<file path="config.mk">
export PLATFORM = sky130hd
export DESIGN_NAME = lpm_seq
export DESIGN_NICKNAME = d
export VERILOG_FILES = /design/src/rtl/lpm_pkg.sv /design/src/rtl/lpm_wake_src.sv /design/src/rtl/lpm_wake_timer.sv /design/src/rtl/lpm_seq.sv
export SDC_FILE = /design/constraint.sdc
export NUM_CORES = 1
export LEC_CHECK = 0
export BUFFER_PORTS_ARGS = -buffer_cell sky130_fd_sc_hd__buf_4
export CORE_AREA = 2 2 53 60
export DETAILED_ROUTE_END_ITERATION = 10
export DIE_AREA = 0 0 55 62
export PLACE_DENSITY = 0.68
export SYNTH_ARGS = -nofsm -noshare
export SYNTH_HDL_FRONTEND = slang
export SYNTH_SLANG_ARGS = --single-unit
</file>
<file path="constraint.sdc">
create_clock -name clk -period 2.2 [get_ports clk]
set_input_delay 0.33 -clock clk [delete_from_list [all_inputs] [get_ports clk]]
set_output_delay 0.33 -clock clk [all_outputs]
set_load 0.02 [all_outputs]
</file>
<file path="src/rtl/lpm_pkg.sv">
package lpm_pkg;

   typedef enum logic [2:0] {
      ST_RUN       = 3'd0,
      ST_SLEEP     = 3'd1,
      ST_STOP      = 3'd2,
      ST_STOP_WAKE = 3'd3,
      ST_STANDBY   = 3'd4,
      ST_SB_EXIT   = 3'd5
   } lpm_state_e;

   function automatic int unsigned max3(int unsigned a, int unsigned b, int unsigned c);
      int unsigned m;
      m = (a > b) ? a : b;
      return (m > c) ? m : c;
   endfunction

endpackage

</file>
<file path="src/rtl/lpm_wake_src.sv">
module lpm_wake_src #(
   parameter int unsigned NEXTI       = 4,
   parameter int unsigned NRTC        = 5,
   parameter int unsigned SYNC_STAGES = 0
) (
   input  logic             clk,
   input  logic             rst_n,
   input  logic             irq_any,
   input  logic [NEXTI-1:0] evt_line,
   input  logic [NEXTI-1:0] evt_en,
   input  logic             wake_pin,
   input  logic             wake_en,
   input  logic [NRTC-1:0]  rtc_evt,
   input  logic             ext_rst_req,
   input  logic             wdg_rst_req,
   output logic             sleep_hit,
   output logic             stop_hit,
   output logic             sb_hit
);
   localparam int unsigned RAW_W = NEXTI + NRTC + 3;

   logic [RAW_W-1:0] raw;
   logic [RAW_W-1:0] synced;
   logic             pin_q;
   logic [NEXTI-1:0] s_evt;
   logic [NRTC-1:0]  s_rtc;
   logic             s_ext, s_wdg, s_pin;

   assign raw = {evt_line, rtc_evt, ext_rst_req, wdg_rst_req, wake_pin};

   generate
      if (SYNC_STAGES == 0) begin : g_nosync
         assign synced = raw;
      end else begin : g_sync
         logic [RAW_W-1:0] chain [SYNC_STAGES];
         always_ff @(posedge clk or negedge rst_n) begin
            if (!rst_n) begin
               for (int i = 0; i < SYNC_STAGES; i++) chain[i] <= '0;
            end else begin
               chain[0] <= raw;
               for (int i = 1; i < SYNC_STAGES; i++) chain[i] <= chain[i-1];
            end
         end
         assign synced = chain[SYNC_STAGES-1];
      end
   endgenerate

   assign {s_evt, s_rtc, s_ext, s_wdg, s_pin} = synced;

   always_ff @(posedge clk or negedge rst_n) begin
      if (!rst_n) pin_q <= 1'b0;
      else        pin_q <= s_pin;
   end

   assign sleep_hit = irq_any;
   assign stop_hit  = |(s_evt & evt_en);
   assign sb_hit    = (wake_en & s_pin & ~pin_q) | (|s_rtc) | s_ext | s_wdg;


   pin_edge_chk: assert property (@(posedge clk) disable iff (!rst_n)
      (pin_q && s_pin && !(|s_rtc) && !s_ext && !s_wdg) |-> !sb_hit)
      else $error("held wake pin level counted as a new edge");

endmodule

</file>
<file path="src/rtl/lpm_wake_timer.sv">
module lpm_wake_timer #(
   parameter int unsigned CNT_W = 4
) (
   input  logic             clk,
   input  logic             rst_n,
   input  logic             load,
   input  logic [CNT_W-1:0] load_val,
   output logic             zero
);
   logic [CNT_W-1:0] cnt;

   always_ff @(posedge clk or negedge rst_n) begin
      if (!rst_n)          cnt <= '0;
      else if (load)       cnt <= load_val;
      else if (cnt != '0)  cnt <= cnt - 1'b1;
   end

   assign zero = (cnt == '0);


   wake_count_chk: assert property (@(posedge clk) disable iff (!rst_n)
      (!zero && !load) |=> (cnt == $past(cnt) - 1'b1))
      else $error("wake timer skipped a count");

endmodule

</file>
<file path="src/rtl/lpm_seq.sv">
module lpm_seq
   import lpm_pkg::*;
#(
   parameter int unsigned NEXTI       = 4,
   parameter int unsigned NRTC        = 5,
   parameter int unsigned REG_WAKE    = 6,
   parameter int unsigned FLASH_WAKE  = 3,
   parameter int unsigned RST_HOLD    = 4,
   parameter int unsigned SYNC_STAGES = 0
) (
   input  logic             clk,
   input  logic             rst_n,
   input  logic             wfi_req,
   input  logic             wfe_req,
   input  logic             deep_sel,
   input  logic             standby_sel,
   input  logic             lp_reg_sel,
   input  logic             flash_pd_sel,
   input  logic             pll_sel_req,
   input  logic             vmon_on,
   input  logic             irq_any,
   input  logic [NEXTI-1:0] evt_line,
   input  logic [NEXTI-1:0] evt_en,
   input  logic             wake_pin,
   input  logic             wake_en,
   input  logic [NRTC-1:0]  rtc_evt,
   input  logic             ext_rst_req,
   input  logic             wdg_rst_req,
   input  logic             osc_rdy,
   input  logic             sb_flag_clr,
   output logic [2:0]       mode_o,
   output logic             core_clk_en,
   output logic             periph_clk_en,
   output logic             pll_en,
   output logic             xosc_en,
   output logic             rcosc_en,
   output logic             reg_on,
   output logic             reg_lp,
   output logic             flash_pd,
   output logic             core_pwr_en,
   output logic             core_rst,
   output logic             vmon_run,
   output logic             use_pll,
   output logic             sb_flag
);
   localparam int unsigned MAX_D = max3(REG_WAKE + FLASH_WAKE, RST_HOLD, 1);
   localparam int unsigned CNT_W = $clog2(MAX_D + 1) + 1;
   localparam logic [CNT_W-1:0] REG_D   = CNT_W'(REG_WAKE);
   localparam logic [CNT_W-1:0] FLASH_D = CNT_W'(FLASH_WAKE);
   localparam logic [CNT_W-1:0] HOLD_D  = CNT_W'(RST_HOLD);

   generate
      if (NEXTI < 1 || NEXTI > 64) begin : g_bad_nexti
         $error("NEXTI must lie in 1..64");
      end
      if (NRTC < 1 || NRTC > 16) begin : g_bad_nrtc
         $error("NRTC must lie in 1..16");
      end
      if (SYNC_STAGES > 4) begin : g_bad_sync
         $error("SYNC_STAGES must not exceed 4");
      end
   endgenerate

   lpm_state_e       state, state_nx;
   logic             sleep_hit, stop_hit, sb_hit;
   logic             lp_lat, fpd_lat;
   logic             force_rc;
   logic             tmr_load, tmr_zero;
   logic [CNT_W-1:0] tmr_val;
   logic             entry;

   lpm_wake_src #(.NEXTI(NEXTI), .NRTC(NRTC), .SYNC_STAGES(SYNC_STAGES)) u_src (
      .clk(clk), .rst_n(rst_n), .irq_any(irq_any),
      .evt_line(evt_line), .evt_en(evt_en),
      .wake_pin(wake_pin), .wake_en(wake_en), .rtc_evt(rtc_evt),
      .ext_rst_req(ext_rst_req), .wdg_rst_req(wdg_rst_req),
      .sleep_hit(sleep_hit), .stop_hit(stop_hit), .sb_hit(sb_hit)
   );

   lpm_wake_timer #(.CNT_W(CNT_W)) u_tmr (
      .clk(clk), .rst_n(rst_n), .load(tmr_load), .load_val(tmr_val), .zero(tmr_zero)
   );

   assign entry = wfi_req | wfe_req;

   // next state and timer load
   always_comb begin
      state_nx = state;
      tmr_load = 1'b0;
      tmr_val  = '0;
      unique case (state)
         ST_RUN: begin
            if (entry) begin
               if (!deep_sel) begin
                  if (!sleep_hit) state_nx = ST_SLEEP;
               end else if (!standby_sel) begin
                  if (!stop_hit) state_nx = ST_STOP;
               end else if (wfi_req) begin
                  if (!sb_hit) state_nx = ST_STANDBY;
               end
            end
         end
         ST_SLEEP: if (sleep_hit) state_nx = ST_RUN;
         ST_STOP: begin
            if (stop_hit) begin
               state_nx = ST_STOP_WAKE;
               tmr_load = 1'b1;
               tmr_val  = (lp_lat ? REG_D : '0) + (fpd_lat ? FLASH_D : '0);
            end
         end
         ST_STOP_WAKE: if (tmr_zero && osc_rdy) state_nx = ST_RUN;
         ST_STANDBY: begin
            if (sb_hit) begin
               state_nx = ST_SB_EXIT;
               tmr_load = 1'b1;
               tmr_val  = HOLD_D;
            end
         end
         ST_SB_EXIT: if (tmr_zero && osc_rdy) state_nx = ST_RUN;
         default: state_nx = ST_RUN;
      endcase
   end

   always_ff @(posedge clk or negedge rst_n) begin
      if (!rst_n) begin
         state    <= ST_RUN;
         lp_lat   <= 1'b0;
         fpd_lat  <= 1'b0;
         force_rc <= 1'b0;
         sb_flag  <= 1'b0;
      end else begin
         state <= state_nx;
         if (state == ST_RUN && state_nx == ST_STOP) begin
            lp_lat  <= lp_reg_sel;
            fpd_lat <= flash_pd_sel;
         end
         if (state_nx == ST_STOP_WAKE || state_nx == ST_SB_EXIT)
            force_rc <= 1'b1;
         else if (state == ST_RUN && !pll_sel_req)
            force_rc <= 1'b0;
         if (state == ST_STANDBY && state_nx == ST_SB_EXIT)
            sb_flag <= 1'b1;
         else if (sb_flag_clr)
            sb_flag <= 1'b0;
      end
   end

   // output decode per state
   always_comb begin
      core_clk_en   = 1'b0;
      periph_clk_en = 1'b0;
      pll_en        = 1'b0;
      xosc_en       = 1'b0;
      rcosc_en      = 1'b0;
      reg_on        = 1'b1;
      reg_lp        = 1'b0;
      flash_pd      = 1'b0;
      core_pwr_en   = 1'b1;
      core_rst      = 1'b0;
      vmon_run      = vmon_on;
      use_pll       = 1'b0;
      unique case (state)
         ST_RUN, ST_SLEEP: begin
            core_clk_en   = (state == ST_RUN);
            periph_clk_en = 1'b1;
            pll_en        = ~force_rc;
            xosc_en       = ~force_rc;
            rcosc_en      = 1'b1;
            use_pll       = pll_sel_req & ~force_rc;
         end
         ST_STOP: begin
            reg_lp   = lp_lat;
            flash_pd = fpd_lat;
         end
         ST_STOP_WAKE: rcosc_en = 1'b1;
         ST_STANDBY: begin
            reg_on      = 1'b0;
            core_pwr_en = 1'b0;
            vmon_run    = 1'b0;
         end
         ST_SB_EXIT: begin
            rcosc_en = 1'b1;
            core_rst = 1'b1;
            vmon_run = 1'b0;
         end
         default: ;
      endcase
   end

   assign mode_o = state;


   sleep_clk_chk: assert property (@(posedge clk) disable iff (!rst_n)
      (mode_o == 3'd1) |-> (!core_clk_en && periph_clk_en))
      else $error("Sleep gating wrong");


   stop_osc_off_chk: assert property (@(posedge clk) disable iff (!rst_n)
      (mode_o == 3'd2) |-> !(pll_en || xosc_en || rcosc_en || periph_clk_en || core_clk_en))
      else $error("clock or oscillator alive in Stop");


   standby_pwr_chk: assert property (@(posedge clk) disable iff (!rst_n)
      !core_pwr_en |-> (!reg_on && !vmon_run && !core_clk_en))
      else $error("Standby power state inconsistent");


   sb_flag_hold_chk: assert property (@(posedge clk) disable iff (!rst_n)
      (sb_flag && !sb_flag_clr) |=> sb_flag)
      else $error("standby flag lost");


   rc_after_wake_chk: assert property (@(posedge clk) disable iff (!rst_n)
      ($past(mode_o) == 3'd3 && mode_o == 3'd0) |-> (!use_pll && !pll_en))
      else $error("PLL used right after Stop exit");


   abort_chk: assert property (@(posedge clk) disable iff (!rst_n)
      (mode_o == 3'd0 && wfi_req && !deep_sel && irq_any) |=> (mode_o == 3'd0))
      else $error("Sleep entered with interrupt pending");

endmodule

</file>
==> results_dict.tcl, run 1 <==
set metrics [dict create \
    dpl.hpwl_mm 1.69 \
    cts_made_buffers 3 \
    hp-class "input pin to flop" \
    switchingPower_mw 0.634 \
    fin_skew_ns 0.00739 \
    drv_slew 0 \
    ff2ff_setup_slack_ns 0.47 \
    p_leak_nw 0.635 \
    final_area_mm2 0.00131 \
    synthToLayoutAreaGrowth_pct 40.0 \
    synthTopCellsByArea "dfrtp_1 (35%), ha_1 (5.4%), inv_1 (3.6%), xnor2_1 (2.8%), nor3_1 (2.7%)" \
    clkPwrFrac 0.102 \
    initial_core_util 0.323 \
    arrival_ns 1.45 \
    synth-edff-count 0 \
    ys.flop_type "dfrtp_1" \
    path_class "flop to primary output" \
    critPathLaunchType "flop" \
    cp_max_fo 9 \
    vias 847 \
    syn_nets 127 \
    async_flop_share 1.00 \
    clk_pin_slew_ns 0.08 \
    synth_area_leader_cell "dfrtp_1" \
    wl_per_cell_um 12.0 \
    synth-simple-area-share 0.254 \
    grt-ovfl-total 0 \
    synthAdderAreaFrac 0.0643 \
    syn_inst 93 \
    worst_slack_ns 0.418 \
    die_h_um 62 \
    setup_viol 0 \
    syn_area_per_cell_um2 10.0 \
    antenna_cells 0 \
    yosys.area.top_type_share 0.348 \
    htree_levels 1 \
    max_slew_margin 0.678 \
    ys_warn_count 0 \
    setup_tns_ns 0 \
    ys_ff_latch 13 \
    synth-xor-area-share 0.0281 \
    cts-root-buf "clkbuf_4" \
    drt_wl_total_mm 2.06 \
    r2r_cells 6 \
    remaining_drc_errors 0 \
    crit_path_start "mode_o[1]" \
    final_common_cell "buf_4" \
    cts_tree "yes" \
    cts_resized 0 \
    place_area_mm2 0.00127 \
    fin_nets 173 \
    num_io_pins 46 \
    worst_setup_path_end_kind "primary output" \
    r2r_start "u_tmr.cnt[0]" \
    status "complete, no violations" \
    antenna_found_initial 0 \
    clock_latency_ns 0.28 \
    period_share 0.810 \
    vias_per_cell 4.92 \
    fin_hold_ws_ns 0.161 \
    synth-compound-area-share 0.189 \
    reg2reg_to "force_rc" \
    dr.pass1.iters 3 \
    internal_power_mw 0.828 \
    grt_max_degree 14 \
    die_area_mm2 0.00341 \
    ys_seq_area_frac 0.348 \
    cp.required_ns 1.87 \
    maxCapViolCount 0 \
    dp_cells 167 \
    ir_worst_vdd_mv 0.451 \
    die_w_um 55 \
    worstMarginPinSlew_ns 0.481 \
    synth_mux_area_frac 0.0348 \
    final_util 0.453 \
    gr-usage-all-layers 0.138 \
    switching_share 0.433 \
    postRouteAntennaNets 0 \
    grt_pass1_vias 812 \
    core_area_mm2 0.00289 \
    power.total_mw 1.46 \
    gp_congestion 0.745 \
    rsz0062_at_grt "no" \
    clock.fmax_mhz 561 \
    combPwrFrac 0.581 \
    hold_viol 0 \
    drt_iter0_markers 7 \
    syn_area_um2 935 \
    fp-row-count 21 \
    synth_top_family_by_area "simple AND/OR/NAND/NOR gates" \
    pre_cts_ws_ns 0.453 \
    stdcell_count 172 \
    clock-sinks 13 \
    period_needed_ns 1.78 \
    synth.distinct_cells 48 \
    p_per_area_mw_per_mm2 1120 \
    pwr-share-seq 0.317 \
    mostFrequentLayoutCells "buf_4 (45), dfrtp_1 (13), inv_1 (9)" \
    endpoint "rcosc_en" \
    io_buffers 45 \
    layout-drive-gt1-share 0.464 \
    grt_pass1_wl_mm 3.44 \
    clockBufferDepth 2 \
]
-- cells by family (layout without fill, tap and decap cells) --
logic type	Yosys count	after routing
adders and majority gates	5	5
muxes	3	3
xor gates and xnor gates	3	3
DFF	13	13
and+or+nand+nor	35	35
AOI/OAI and AO/OA	20	20
buffers and inverters	14	59
-- power by group through the flow --
stage,clock network [mW],registers [mW],logic [mW]
final,0.149,0.464,0.849
after CTS,0.154,0.466,0.860
after global placement,0,0.467,0.834
after global routing,0.172,0.479,0.951
after detailed placement,0,0.472,0.854
after floorplan,0,0.444,0.627
-- registers in the layout, summed over array words and instances (netlist names) --
signal       count
u_tmr.cnt        5
sb_flag          1
mode_o           3
u_src.pin_q      1
fpd_lat          1
lp_lat           1
force_rc         1
-- synthesized netlist by cell type, types with 2 or more instances --
cell type	n
nor2_1	5
buf_4	2
nor2b_1	2
buf_6	2
dfrtp_1	13
xnor2_1	3
ha_1	4
a22oi_1	2
o21ai_0	2
nand2_1	5
and3_1	2
mux2_2	2
nand2b_1	2
inv_1	9
nor3_1	5
-- worst max-delay path, cell delays in order (launching register included) --
cell,delay [ns]
dfrtp_1,0.55
inv_1,0.10
maj3_1,0.36
buf_4,0.16
-- layout make-up --
cell class / count / area, um2
fill: 269 / 1580
timing repair buffer: 46 / 348
clock buffer: 4 / 26.3
inverter: 9 / 33.8
multi-input combinational: 66 / 533
tap: 34 / 42.5
sequential: 13 / 325
-- how the worst min path moves through the flow --
stage               cells after the start     endpoint  startpoint
finish                                  1  u_src.pin_q    wake_pin
global route                            1  u_src.pin_q    wake_pin
CTS                                     1  u_src.pin_q    wake_pin
detailed placement                      1      sb_flag       rst_n
global placement                        1      sb_flag       rst_n
floorplan                               0     force_rc       rst_n
-- timing repair --
action,in CTS,in global routing
setup endpoints to repair,0,0
hold endpoints to repair,13,0
buffers inserted,0,0
hold buffers,1,0
-- layer usage --
layer | vias to the layer above | share of wire | track usage
li1 | 425 | - | -
met1 | 386 | 0.41 | 0.182
met2 | 34 | 0.52 | 0.221
met3 | 2 | 0.063 | 0.0311
met4 | 0 | 0.0073 | 0.0488
met5 | - | 0 | 0
Power figures use the tool's default switching activity.
==> inputs of run 2 (changes only) <==
--- a/config.mk
+++ b/config.mk
@@ -5,11 +5,12 @@
 export SDC_FILE = /design/constraint.sdc
 export NUM_CORES = 1
 export LEC_CHECK = 0
+export ABC_AREA = 1
 export BUFFER_PORTS_ARGS = -buffer_cell sky130_fd_sc_hd__buf_4
 export CORE_AREA = 2 2 53 60
 export DETAILED_ROUTE_END_ITERATION = 10
 export DIE_AREA = 0 0 55 62
-export PLACE_DENSITY = 0.68
+export PLACE_DENSITY = 0.69
 export SYNTH_ARGS = -nofsm -noshare
 export SYNTH_HDL_FRONTEND = slang
 export SYNTH_SLANG_ARGS = --single-unit
==> constraint.sdc (replaced) <==
create_clock -name clk -period 1.78 [get_ports clk]
set_input_delay 0.267 -clock clk [delete_from_list [all_inputs] [get_ports clk]]
set_output_delay 0.267 -clock clk [all_outputs]
set_load 0.02 [all_outputs]
==> run 2 against run 1 <==
Setup slack worse by 0.26 ns. Via count up 13%. Flip-flop and latch count unchanged. Total power up 31%. Largest power group unchanged. Register-to-register slack worse by 0.14 ns. Sequential share of layout area down 0.69 points. Clock skew down 0.0068 ns. Non-clock buffer count unchanged. Sequential power up 16%. Clock power up 24%. Synthesized cell count up 49%. Core utilization up 1.5 points. Highest routed layer unchanged.
==> results_dict.tcl, run 2 <==
set metrics [dict create \
    critPathLaunchType "flop" \
    cp.required_ns 1.51 \
    clk_pin_slew_ns 0.08 \
    clkPwrFrac 0.096 \
    final_common_cell "buf_4" \
    place_area_mm2 0.00131 \
    remaining_drc_errors 0 \
    ys_warn_count 0 \
    internal_power_mw 1.00 \
    pwr-share-seq 0.280 \
    worstPathCellList "inv_2, nor2_2, inv_2, nor2_2, inv_1, buf_4" \
    die_w_um 55 \
    gp_congestion 0.794 \
    max_slew_margin 0.832 \
    clock_latency_ns 0.28 \
    syn_area_um2 946 \
    ys_seq_area_frac 0.344 \
    fp-row-count 21 \
    synth.most_common_cell "nand2_1" \
    layout-drive-gt1-share 0.353 \
    hold_viol 0 \
    cts_made_buffers 3 \
    htree_levels 1 \
    mostFrequentLayoutCells "buf_4 (45), nand2_1 (36), inv_1 (21), nor2_1 (21), dfrtp_1 (12)" \
    async_flop_share 1.00 \
    fin_skew_ns 0.000589 \
    grt_pass1_vias 919 \
    worst_slack_ns 0.155 \
    die_area_mm2 0.00341 \
    ff2ff_setup_slack_ns 0.33 \
    gr-usage-all-layers 0.149 \
    ir_worst_vdd_mv 0.613 \
    period_needed_ns 1.63 \
    grt_pass1_wl_mm 3.64 \
    syn_inst 139 \
    final_area_mm2 0.00135 \
    vias 961 \
    crit_path_max_incr_delay_ns 0.44 \
    worstMarginPinSlew_ns 0.252 \
    stdcell_count 221 \
    p_per_area_mw_per_mm2 1420 \
    synth_area_leader_cell "dfrtp_1" \
    status "complete, no violations" \
    drt_iter0_markers 18 \
    cp_max_fo 6 \
    ys_ff_latch 13 \
    clock-sinks 13 \
    vias_per_cell 4.35 \
    cts-root-buf "clkbuf_4" \
    path_buf_inv 4 \
    dr.pass1.iters 4 \
    synthTopCellsByArea "dfrtp_1 (34%), nand2_1 (14%), nor2_1 (8.7%), inv_1 (8.3%), ha_1 (5.3%)" \
    setup_viol 0 \
    path_class "flop to primary output" \
    grt_max_degree 14 \
    antenna_found_initial 0 \
    ys.flop_type "dfrtp_1" \
    regMostFlops "u_tmr.cnt" \
    clockBufferDepth 2 \
    maxCapViolCount 0 \
    worst_setup_path_end_kind "primary output" \
    switchingPower_mw 0.919 \
    syn_area_per_cell_um2 6.81 \
    syn_nets 173 \
    rsz0062_at_grt "no" \
    hp-class "input pin to flop" \
    synth-edff-count 0 \
    fin_nets 222 \
    period_share 0.913 \
    dpl.hpwl_mm 1.73 \
    combPwrFrac 0.624 \
    num_io_pins 46 \
    initial_core_util 0.327 \
    synth_top_cells_by_count "nand2_1 (36), nor2_1 (22), inv_1 (21)" \
    slowest_stage "dfrtp_2" \
    clock.fmax_mhz 615 \
    post_cts.repair.setup_buffers 0 \
    wl_per_cell_um 9.18 \
    die_h_um 62 \
    fin_hold_ws_ns 0.100 \
    drt_wl_total_mm 2.03 \
    synthToLayoutAreaGrowth_pct 42.9 \
    switching_share 0.479 \
    grt-ovfl-total 0 \
    core_area_mm2 0.00289 \
    yosys.area.top_type_share 0.344 \
    synth.distinct_cells 23 \
    largest_reg_flops 5 \
    drv_slew 0 \
    p_leak_nw 0.778 \
    cts_tree "yes" \
    io_buffers 45 \
    critPathTopFamily "flip-flops" \
    pre_cts_ws_ns 0.352 \
    postRouteAntennaNets 0 \
    antenna_cells 0 \
    dp_cells 216 \
    setup_tns_ns 0 \
    arrival_ns 1.36 \
]
[run 2: cell count changes in the layout (fill, tap and decap cells not counted), moves of 3 or more]
cell     change
nor2_2       +4
nand3_1      +6
nand2_2      +3
nor2_1      +16
nand2_1     +31
o21ai_0      +5
inv_2        +4
nor3_1       -4
inv_1       +12
[run 2: what timing repair did]
action | CTS | global route
hold buffers | 1 | 0
hold endpoints to repair | 13 | 0
resized for setup | 0 | 1
setup endpoints to repair | 0 | 2
[run 2: layer usage]
layer	track usage	up-vias	wire length, um
met5	0	-	0
met2	0.240	38	938
li1	-	518	-
met4	0.0836	0	65
met1	0.191	398	897
met3	0.0215	7	127
[run 2: stage by stage]
stage	total power, mW	util
2_1_floorplan	1.37	-
3_5_place_dp	1.74	0.455
4_1_cts	1.94	0.467
6_report	1.92	0.468
3_3_place_gp	1.73	0.455
5_1_grt	2.14	0.468
[run 2: path summary, 6_finish.rpt]
path,depth (start not counted),end,from
max in group asynchronous,2,mode_o[2],rst_n
min reg2reg,2,sb_flag,sb_flag
max,6,core_pwr_en,mode_o[2]
min,1,u_src.pin_q,wake_pin
min in group asynchronous,2,u_tmr.cnt[3],rst_n
max reg2reg,9,mode_o[0],u_tmr.cnt[0]
[run 2: cell type report]
cell class	count	area (um2)
fillers	316	1540
repair buffers	46	348
multi-input cells	99	514
inverters	25	93.8
clock buffers	4	26.3
well taps	34	42.5
flip-flops and latches	13	327
[run 2: cells by family (layout without fill, tap and decap cells)]
| logic type | after synthesis | count (layout) | share of synthesized area |
|---|---|---|---|
| adder cells (fa/ha/maj) | 4 | 4 | 0.0529 |
| AND/OR/NAND/NOR | 83 | 83 | 0.406 |
| XOR/XNOR | 3 | 3 | 0.0278 |
| AO/OA/AOI/OAI | 9 | 9 | 0.0542 |
| flip-flops | 13 | 13 | 0.344 |
| buffers and inverters | 27 | 75 | 0.115 |
[run 2: power groups by stage]
stage | clock [mW] | combinational, mW | sequential [mW]
global route | 0.206 | 1.38 | 0.554
finish | 0.185 | 1.20 | 0.537
detailed placement | 0 | 1.20 | 0.540
CTS | 0.193 | 1.21 | 0.535
global placement | 0 | 1.20 | 0.539
floorplan | 0 | 0.802 | 0.564
